===== config.mk =====
export PLATFORM = sky130hd
export DESIGN_NAME = uart_chan_ctl
export DESIGN_NICKNAME = d
export VERILOG_FILES = /design/src/rtl/uart_chan_pkg.sv /design/src/rtl/uart_cmd_decode.sv /design/src/rtl/uart_mode_regs.sv /design/src/rtl/uart_ctl_fsm.sv /design/src/rtl/uart_stat_reg.sv /design/src/rtl/uart_chan_ctl.sv
export SDC_FILE = /design/constraint.sdc
export NUM_CORES = 1
export LEC_CHECK = 0
export ABC_CLOCK_PERIOD_IN_PS = 3900
export BUFFER_PORTS_ARGS = -buffer_cell sky130_fd_sc_hd__buf_2
export CORE_ASPECT_RATIO = 0.6
export CORE_MARGIN = 2
export CORE_UTILIZATION = 40
export DETAILED_ROUTE_END_ITERATION = 7
export GPL_TIMING_DRIVEN = 0
export PLACE_DENSITY = 0.66
export SLEW_MARGIN = 20
export SYNTH_ARGS = -nofsm -noshare
export SYNTH_HDL_FRONTEND = slang
export SYNTH_HIERARCHICAL = 1
export SYNTH_SLANG_ARGS = --single-unit

===== constraint.sdc =====
create_clock -name clk -period 3.9 [get_ports clk]
set_input_delay 0.195 -clock clk [delete_from_list [all_inputs] [get_ports clk]]
set_output_delay 0.195 -clock clk [all_outputs]
set_load 0.1 [all_outputs]

===== src/rtl/uart_chan_pkg.sv =====
package uart_chan_pkg;

    typedef enum logic [1:0] {
        PTR_MR0 = 2'd0,
        PTR_MR1 = 2'd1,
        PTR_MR2 = 2'd2
    } mr_ptr_e;

    typedef enum logic {
        BRK_IDLE = 1'b0,
        BRK_SEND = 1'b1
    } brk_state_e;

    localparam logic [3:0] OP_PTR_MR1 = 4'h1;
    localparam logic [3:0] OP_RX_RST  = 4'h2;
    localparam logic [3:0] OP_TX_RST  = 4'h3;
    localparam logic [3:0] OP_ERR_RST = 4'h4;
    localparam logic [3:0] OP_BRK_RST = 4'h5;
    localparam logic [3:0] OP_BRK_ON  = 4'h6;
    localparam logic [3:0] OP_BRK_OFF = 4'h7;
    localparam logic [3:0] OP_PTR_MR0 = 4'hB;

    localparam logic [2:0] OFS_MODE = 3'd0;
    localparam logic [2:0] OFS_STAT = 3'd1;
    localparam logic [2:0] OFS_CMD  = 3'd2;

    typedef struct packed {
        logic rx_on;
        logic rx_off;
        logic tx_on;
        logic tx_off;
        logic ptr_mr1;
        logic ptr_mr0;
        logic rx_rst;
        logic tx_rst;
        logic err_rst;
        logic brk_rst;
        logic brk_on;
        logic brk_off;
    } cmd_t;

endpackage


===== src/rtl/uart_cmd_decode.sv =====
module uart_cmd_decode
    import uart_chan_pkg::*;
#(
    parameter int ADDR_W  = 4,
    parameter int CHAN_ID = 0,
    parameter int DW      = 8
) (
    input  logic [ADDR_W-1:0] bus_addr,
    input  logic              bus_wr,
    input  logic              bus_rd,
    input  logic [DW-1:0]     bus_wdata,
    output cmd_t              cmd,
    output logic              win_wr,
    output logic              win_rd,
    output logic              stat_rd
);
    localparam int CHAN_W = ADDR_W - 3;

    logic       sel;
    logic [2:0] ofs;
    logic       cmd_wr;
    logic [3:0] op;

    assign sel    = (bus_addr[ADDR_W-1:3] == CHAN_W'(CHAN_ID));
    assign ofs    = bus_addr[2:0];
    assign cmd_wr = sel && bus_wr && (ofs == OFS_CMD);
    assign op     = bus_wdata[7:4];

    assign win_wr  = sel && bus_wr && (ofs == OFS_MODE);
    assign win_rd  = sel && bus_rd && (ofs == OFS_MODE);
    assign stat_rd = sel && bus_rd && (ofs == OFS_STAT);

    always_comb begin
        cmd         = '0;
        cmd.rx_on   = cmd_wr && bus_wdata[0];
        cmd.rx_off  = cmd_wr && bus_wdata[1];
        cmd.tx_on   = cmd_wr && bus_wdata[2];
        cmd.tx_off  = cmd_wr && bus_wdata[3];
        if (cmd_wr) begin
            unique case (op)
                OP_PTR_MR1: cmd.ptr_mr1 = 1'b1;
                OP_PTR_MR0: cmd.ptr_mr0 = 1'b1;
                OP_RX_RST:  cmd.rx_rst  = 1'b1;
                OP_TX_RST:  cmd.tx_rst  = 1'b1;
                OP_ERR_RST: cmd.err_rst = 1'b1;
                OP_BRK_RST: cmd.brk_rst = 1'b1;
                OP_BRK_ON:  cmd.brk_on  = 1'b1;
                OP_BRK_OFF: cmd.brk_off = 1'b1;
                default:    cmd.ptr_mr1 = 1'b0;
            endcase
        end
    end
endmodule


===== src/rtl/uart_mode_regs.sv =====
module uart_mode_regs
    import uart_chan_pkg::*;
#(
    parameter int MR0_W = 5,
    parameter int MR1_W = 5,
    parameter int MR2_W = 4,
    parameter int DW    = 8
) (
    input  logic             clk,
    input  logic             rst_n,
    input  logic             ptr_mr1_cmd,
    input  logic             ptr_mr0_cmd,
    input  logic             win_wr,
    input  logic             win_rd,
    input  logic [MR0_W-1:0] wdata,
    output logic [MR0_W-1:0] mr0,
    output logic [MR1_W-1:0] mr1,
    output logic [MR2_W-1:0] mr2,
    output logic [DW-1:0]    win_rdata
);
    mr_ptr_e ptr_q, ptr_d;

    always_ff @(posedge clk or negedge rst_n) begin
        if (!rst_n) ptr_q <= PTR_MR1;
        else        ptr_q <= ptr_d;
    end

    always_comb begin
        ptr_d = ptr_q;
        if (ptr_mr0_cmd) begin
            ptr_d = PTR_MR0;
        end else if (ptr_mr1_cmd) begin
            ptr_d = PTR_MR1;
        end else if (win_wr || win_rd) begin
            unique case (ptr_q)
                PTR_MR0: ptr_d = PTR_MR1;
                PTR_MR1: ptr_d = PTR_MR2;
                PTR_MR2: ptr_d = PTR_MR2;
                default: ptr_d = PTR_MR1;
            endcase
        end
    end

    always_ff @(posedge clk or negedge rst_n) begin
        if (!rst_n) begin
            mr0 <= '0;
            mr1 <= '0;
            mr2 <= '0;
        end else if (win_wr) begin
            unique case (ptr_q)
                PTR_MR0: mr0 <= wdata[MR0_W-1:0];
                PTR_MR1: mr1 <= wdata[MR1_W-1:0];
                PTR_MR2: mr2 <= wdata[MR2_W-1:0];
                default: mr1 <= mr1;
            endcase
        end
    end

    always_comb begin
        win_rdata = '0;
        unique case (ptr_q)
            PTR_MR0: win_rdata = DW'(mr0);
            PTR_MR1: win_rdata = DW'(mr1);
            PTR_MR2: win_rdata = DW'(mr2);
            default: win_rdata = '0;
        endcase
    end
endmodule


===== src/rtl/uart_ctl_fsm.sv =====
module uart_ctl_fsm
    import uart_chan_pkg::*;
(
    input  logic clk,
    input  logic rst_n,
    input  cmd_t cmd,
    output logic rx_en,
    output logic tx_en,
    output logic rx_rst_p,
    output logic tx_rst_p,
    output logic err_rst_p,
    output logic brk_rst_p,
    output logic brk_tx
);
    brk_state_e brk_q, brk_d;

    always_ff @(posedge clk or negedge rst_n) begin
        if (!rst_n) brk_q <= BRK_IDLE;
        else        brk_q <= brk_d;
    end

    always_comb begin
        brk_d = brk_q;
        unique case (brk_q)
            BRK_IDLE: if (cmd.brk_on) brk_d = BRK_SEND;
            BRK_SEND: if (cmd.brk_off || cmd.tx_rst) brk_d = BRK_IDLE;
            default:  brk_d = BRK_IDLE;
        endcase
    end

    assign brk_tx = (brk_q == BRK_SEND);

    always_ff @(posedge clk or negedge rst_n) begin
        if (!rst_n) begin
            rx_en     <= 1'b0;
            tx_en     <= 1'b0;
            rx_rst_p  <= 1'b0;
            tx_rst_p  <= 1'b0;
            err_rst_p <= 1'b0;
            brk_rst_p <= 1'b0;
        end else begin
            if (cmd.rx_off)     rx_en <= 1'b0;
            else if (cmd.rx_on) rx_en <= 1'b1;
            if (cmd.tx_off)     tx_en <= 1'b0;
            else if (cmd.tx_on) tx_en <= 1'b1;
            rx_rst_p  <= cmd.rx_rst;
            tx_rst_p  <= cmd.tx_rst;
            err_rst_p <= cmd.err_rst;
            brk_rst_p <= cmd.brk_rst;
        end
    end
endmodule


===== src/rtl/uart_stat_reg.sv =====
module uart_stat_reg #(
    parameter int ERR_N = 4
) (
    input  logic             clk,
    input  logic             rst_n,
    input  logic             rx_ready,
    input  logic             rx_full,
    input  logic             tx_ready,
    input  logic             tx_empty,
    input  logic [ERR_N-1:0] err_ev,
    input  logic             err_clr,
    output logic [ERR_N+3:0] stat_byte
);
    logic [ERR_N-1:0] sticky_q;

    always_ff @(posedge clk or negedge rst_n) begin
        if (!rst_n) sticky_q <= '0;
        else        sticky_q <= (err_clr ? '0 : sticky_q) | err_ev;
    end

    assign stat_byte = {sticky_q, tx_empty, tx_ready, rx_full, rx_ready};
endmodule


===== src/rtl/uart_chan_ctl.sv =====
module uart_chan_ctl
    import uart_chan_pkg::*;
#(
    parameter int ADDR_W  = 4,
    parameter int CHAN_ID = 0
) (
    input  logic              clk,
    input  logic              rst_n,
    input  logic [ADDR_W-1:0] bus_addr,
    input  logic              bus_wr,
    input  logic              bus_rd,
    input  logic [7:0]        bus_wdata,
    output logic [7:0]        bus_rdata,
    input  logic              rx_ready,
    input  logic              rx_full,
    input  logic              tx_ready,
    input  logic              tx_empty,
    input  logic [3:0]        err_ev,
    output logic              rx_en,
    output logic              tx_en,
    output logic              rx_rst_p,
    output logic              tx_rst_p,
    output logic              err_rst_p,
    output logic              brk_rst_p,
    output logic              brk_tx,
    output logic [3:0]        word_bits,
    output logic              par_en,
    output logic              par_odd,
    output logic              stop_two,
    output logic              fifo_ext,
    output logic              tx_half,
    output logic [2:0]        baud_set
);
    localparam int DW    = 8;
    localparam int MR0_W = 5;
    localparam int MR1_W = 5;
    localparam int MR2_W = 4;

    cmd_t             cmd;
    logic             win_wr, win_rd, stat_rd;
    logic [MR0_W-1:0] mr0;
    logic [MR1_W-1:0] mr1;
    logic [MR2_W-1:0] mr2;
    logic [DW-1:0]    win_rdata;
    logic [DW-1:0]    stat_byte;

    uart_cmd_decode #(.ADDR_W(ADDR_W), .CHAN_ID(CHAN_ID), .DW(DW)) u_dec (
        .bus_addr (bus_addr),
        .bus_wr   (bus_wr),
        .bus_rd   (bus_rd),
        .bus_wdata(bus_wdata),
        .cmd      (cmd),
        .win_wr   (win_wr),
        .win_rd   (win_rd),
        .stat_rd  (stat_rd)
    );

    uart_mode_regs #(.MR0_W(MR0_W), .MR1_W(MR1_W), .MR2_W(MR2_W), .DW(DW)) u_mode (
        .clk        (clk),
        .rst_n      (rst_n),
        .ptr_mr1_cmd(cmd.ptr_mr1),
        .ptr_mr0_cmd(cmd.ptr_mr0),
        .win_wr     (win_wr),
        .win_rd     (win_rd),
        .wdata      (bus_wdata[MR0_W-1:0]),
        .mr0        (mr0),
        .mr1        (mr1),
        .mr2        (mr2),
        .win_rdata  (win_rdata)
    );

    uart_ctl_fsm u_ctl (
        .clk      (clk),
        .rst_n    (rst_n),
        .cmd      (cmd),
        .rx_en    (rx_en),
        .tx_en    (tx_en),
        .rx_rst_p (rx_rst_p),
        .tx_rst_p (tx_rst_p),
        .err_rst_p(err_rst_p),
        .brk_rst_p(brk_rst_p),
        .brk_tx   (brk_tx)
    );

    uart_stat_reg #(.ERR_N(4)) u_stat (
        .clk      (clk),
        .rst_n    (rst_n),
        .rx_ready (rx_ready),
        .rx_full  (rx_full),
        .tx_ready (tx_ready),
        .tx_empty (tx_empty),
        .err_ev   (err_ev),
        .err_clr  (cmd.err_rst),
        .stat_byte(stat_byte)
    );

    assign bus_rdata = win_rd  ? win_rdata :
                       stat_rd ? stat_byte : '0;

    assign word_bits = 4'd5 + {2'b00, mr1[1:0]};
    assign par_en    = ~mr1[4];
    assign par_odd   = mr1[2];
    assign stop_two  = (mr2 == 4'hF);
    assign fifo_ext  = mr0[3];
    assign tx_half   = mr0[4];
    assign baud_set  = mr0[2:0];
endmodule


==> run summary <==
Final core utilization: 0.5092
Setup crit start kind: flop
Total number of vias: 1201
Post-synth EDFFs: 0
Yosys warnings: 6
Avg WL per Cell: 14.71 um
Final Hold Vio Count: 0
Rows: 17
Total power draw: 1262 uW
Seq pwr share: 0.328
Mux share of post-synthesis cell area: 0.1169
Max Cap Viol: 0
Total congestion overflow: 0
Post-DR vias/cell: 5.199
Post-cts sizing count: 0
Final Setup Violations: 0
CP Max Fanout: 5
Mapped Area: 0.001478 sq mm
Hold path startpoint: err_ev[3]
Final worst-path cycle share: 0.6014
Max-slew violation count: 0
Worst VDD drop: 0.4345 mV
Critical Path Source: u_mode/ptr_q[0]$_DFFE_PN1P_
Cell variety after synth: 34
Pint: 575.5 uW
Post-route DRC violation count: 0
Final WL: 3.398 mm
Compound-Gate Fraction of Synth Area: 0.1126
Initial drt markers: 72
Post-layout min period: 2.345 ns
Setup repair after global routing missed its margin: false
Gpl congestion: 0.8624
Layout Cells excl Fill: 231
Synth Area in XOR/XNOR: 0
Worst setup path class: flop to output port
Post-Synth Simple-Gate Area: 0.1871
Skew-Pair Late Insertion Delay: 0.27 ns
Combinational Power Share: 0.550
Final ANT Viol Nets: 0
Post-DP HPWL: 2.670 mm
GRT Overall Usage: 0.1732
Worst reg2reg path startpoint: u_mode/ptr_q[0]$_DFFE_PN1P_
Switching part of the total power: 0.5440
Worst EP arrival: 2.15 ns
N_diodes: 0
Core area: 0.003595 sq mm
Maximum clock rate: 426.4 MHz
CTS clock-pin slew for the worst setup and hold paths: 0.08 ns
Htree depth: 1
CTS tree: done
Clock network power share: 0.122
#FFs+latches synth: 27
Seq/Total Area, Yosys: 0.4581
Adder-cell share of the synthesized area: 0.05080
Most frequent cells in the layout: buf_2, dfrtp_1, mux2_2, nor2_1, nand2_1
Cts hold-fix bufs: 1
Share of cells above drive strength 1: 0.4402
Num CTS Buffers: 3
P_sw: 686.5 uW
DIE WIDTH: 82.47 um
Hold slack final: 0.09977 ns
Setup TNS: 0 ns
Postcts setup bufs: 0
Clock Skew: 0.002258 ns
Vias in the first global route: 1117
Pwr Density: 689.4 mW/mm^2
Slew headroom: 0.4990
Leading cell type in the layout, fill and taps excluded: buf_2
Data required, critical path: 3.70 ns
Largest family of logic cells by synthesized area: simple AND/OR/NAND/NOR gates
Mapped Cells: 132
Clock root buffer: clkbuf_8
First-pass GRT wire length: 5.423 mm
Max Root-Sink Buffers: 2
Status: finished, final reports clean
Ports: 51
Largest net degree at the start of global routing: 28
Setup slack, reg-to-reg: 2.31 ns
Port bufs: 45
Drt first pass iters: 5
Hold Path Class: input port to flop
DP Cell Count: 226
Mean Syn Cell Area: 11.19 sq um
Asr flop ratio synth: 1.000
Initial Util: 0.4111
Die height: 51.08 um
Tightest Pin Transition: 0.7411 ns
Top FF cell, synth: dfrtp_1
Leakage power: 0.0009291 uW
Area grow syn2layout: 23.88%
CP Capture Type: output port
Die area: 0.004212 sq mm
Initial antenna violation count: 0
CTS sink cnt: 27
NumNets Final: 215
[final cells by class]
type                       instances  area, sq um
multi-input combinational         90        708.2
inverter                           7        26.28
fill                             337         1764
timing repair buffer              46        235.2
sequential                        27        676.9
tap                               47        58.81
clock buffer                       4        45.04
buffer                            10        80.08
[cells by family (layout without fill, tap and decap cells)]
family          count (synthesis)  in the layout
simple gates                   46             46
flops                          27             27
compound gates                 20             20
buf+inv                        17             67
fa+ha+maj                       6              6
other cells                     1              3
mux                            15             15
[cell usage after synthesis, types with 4 or more instances]
cell type	n	area (sq um)
a21o_1	4	30.03
a222oi_1	4	40.04
a22o_1	6	52.55
and3_1	5	31.28
buf_4	7	52.55
dfrtp_1	26	650.6
ha_1	6	75.07
inv_1	6	22.52
mux2_2	14	157.7
nand2_1	8	30.03
nor2_1	11	41.29
nor3_1	6	30.03
[registers in the layout, summed over array words and instances, names as in the netlist]
register / count
u_stat/sticky_q: 4
u_ctl/tx_en: 1
u_mode/mr2: 4
u_ctl/rx_rst_p: 1
u_ctl/err_rst_p: 1
u_ctl/brk_rst_p: 1
u_mode/ptr_q: 2
u_mode/mr1: 5
u_ctl/brk_tx: 1
u_mode/mr0: 5
u_ctl/rx_en: 1
u_ctl/tx_rst_p: 1
[routing by layer]
layer | track usage | routed length (um) | vias to the layer above
li1 | - | - | 576
met1 | 0.2672 | 1640 | 584
met2 | 0.2473 | 1496 | 37
met3 | 0.03887 | 236 | 4
met4 | 0.03333 | 24 | 0
met5 | 0 | 0 | -
[critical path, stage by stage (launching register included)]
cell and delay (ns):
dfstp_2 0.57, inv_1 0.07, ha_1 0.25, a222oi_1 0.39, nor2_1 0.09, a22o_1 0.23, buf_2 0.29
[through the flow]
| stage | area (sq um) | setup WS [ns] |
|---|---|---|
| 6_report | 1831 | 1.555 |
| 3_3_place_gp | 1769 | 1.588 |
| 3_5_place_dp | 1769 | 1.464 |
| 2_1_floorplan | 1485 | 0.7657 |
| 4_1_cts | 1824 | 1.495 |
| 5_1_grt | 1831 | 1.430 |
[worst paths after layout]
check                                          endpoint  cells after the start
max                                        bus_rdata[2]                      6
min                        u_stat/sticky_q[3]$_DFF_PN0_                      2
max reg2reg                   u_mode/mr0[3]$_DFFE_PN0P_                      4
min reg2reg                u_stat/sticky_q[3]$_DFF_PN0_                      1
max in group asynchronous     u_mode/mr1[3]$_DFFE_PN0P_                      2
min in group asynchronous     u_mode/mr1[1]$_DFFE_PN0P_                      2
[power groups by stage]
stage	clock, uW	combinational [uW]	sequential (uW)
2_1_floorplan	0	359	627
3_3_place_gp	0	686	414
3_5_place_dp	0	691	419
4_1_cts	160	694	414
6_report	154	694	414
5_1_grt	171	727	424
Note: power is estimated with default switching activity, not from simulation.
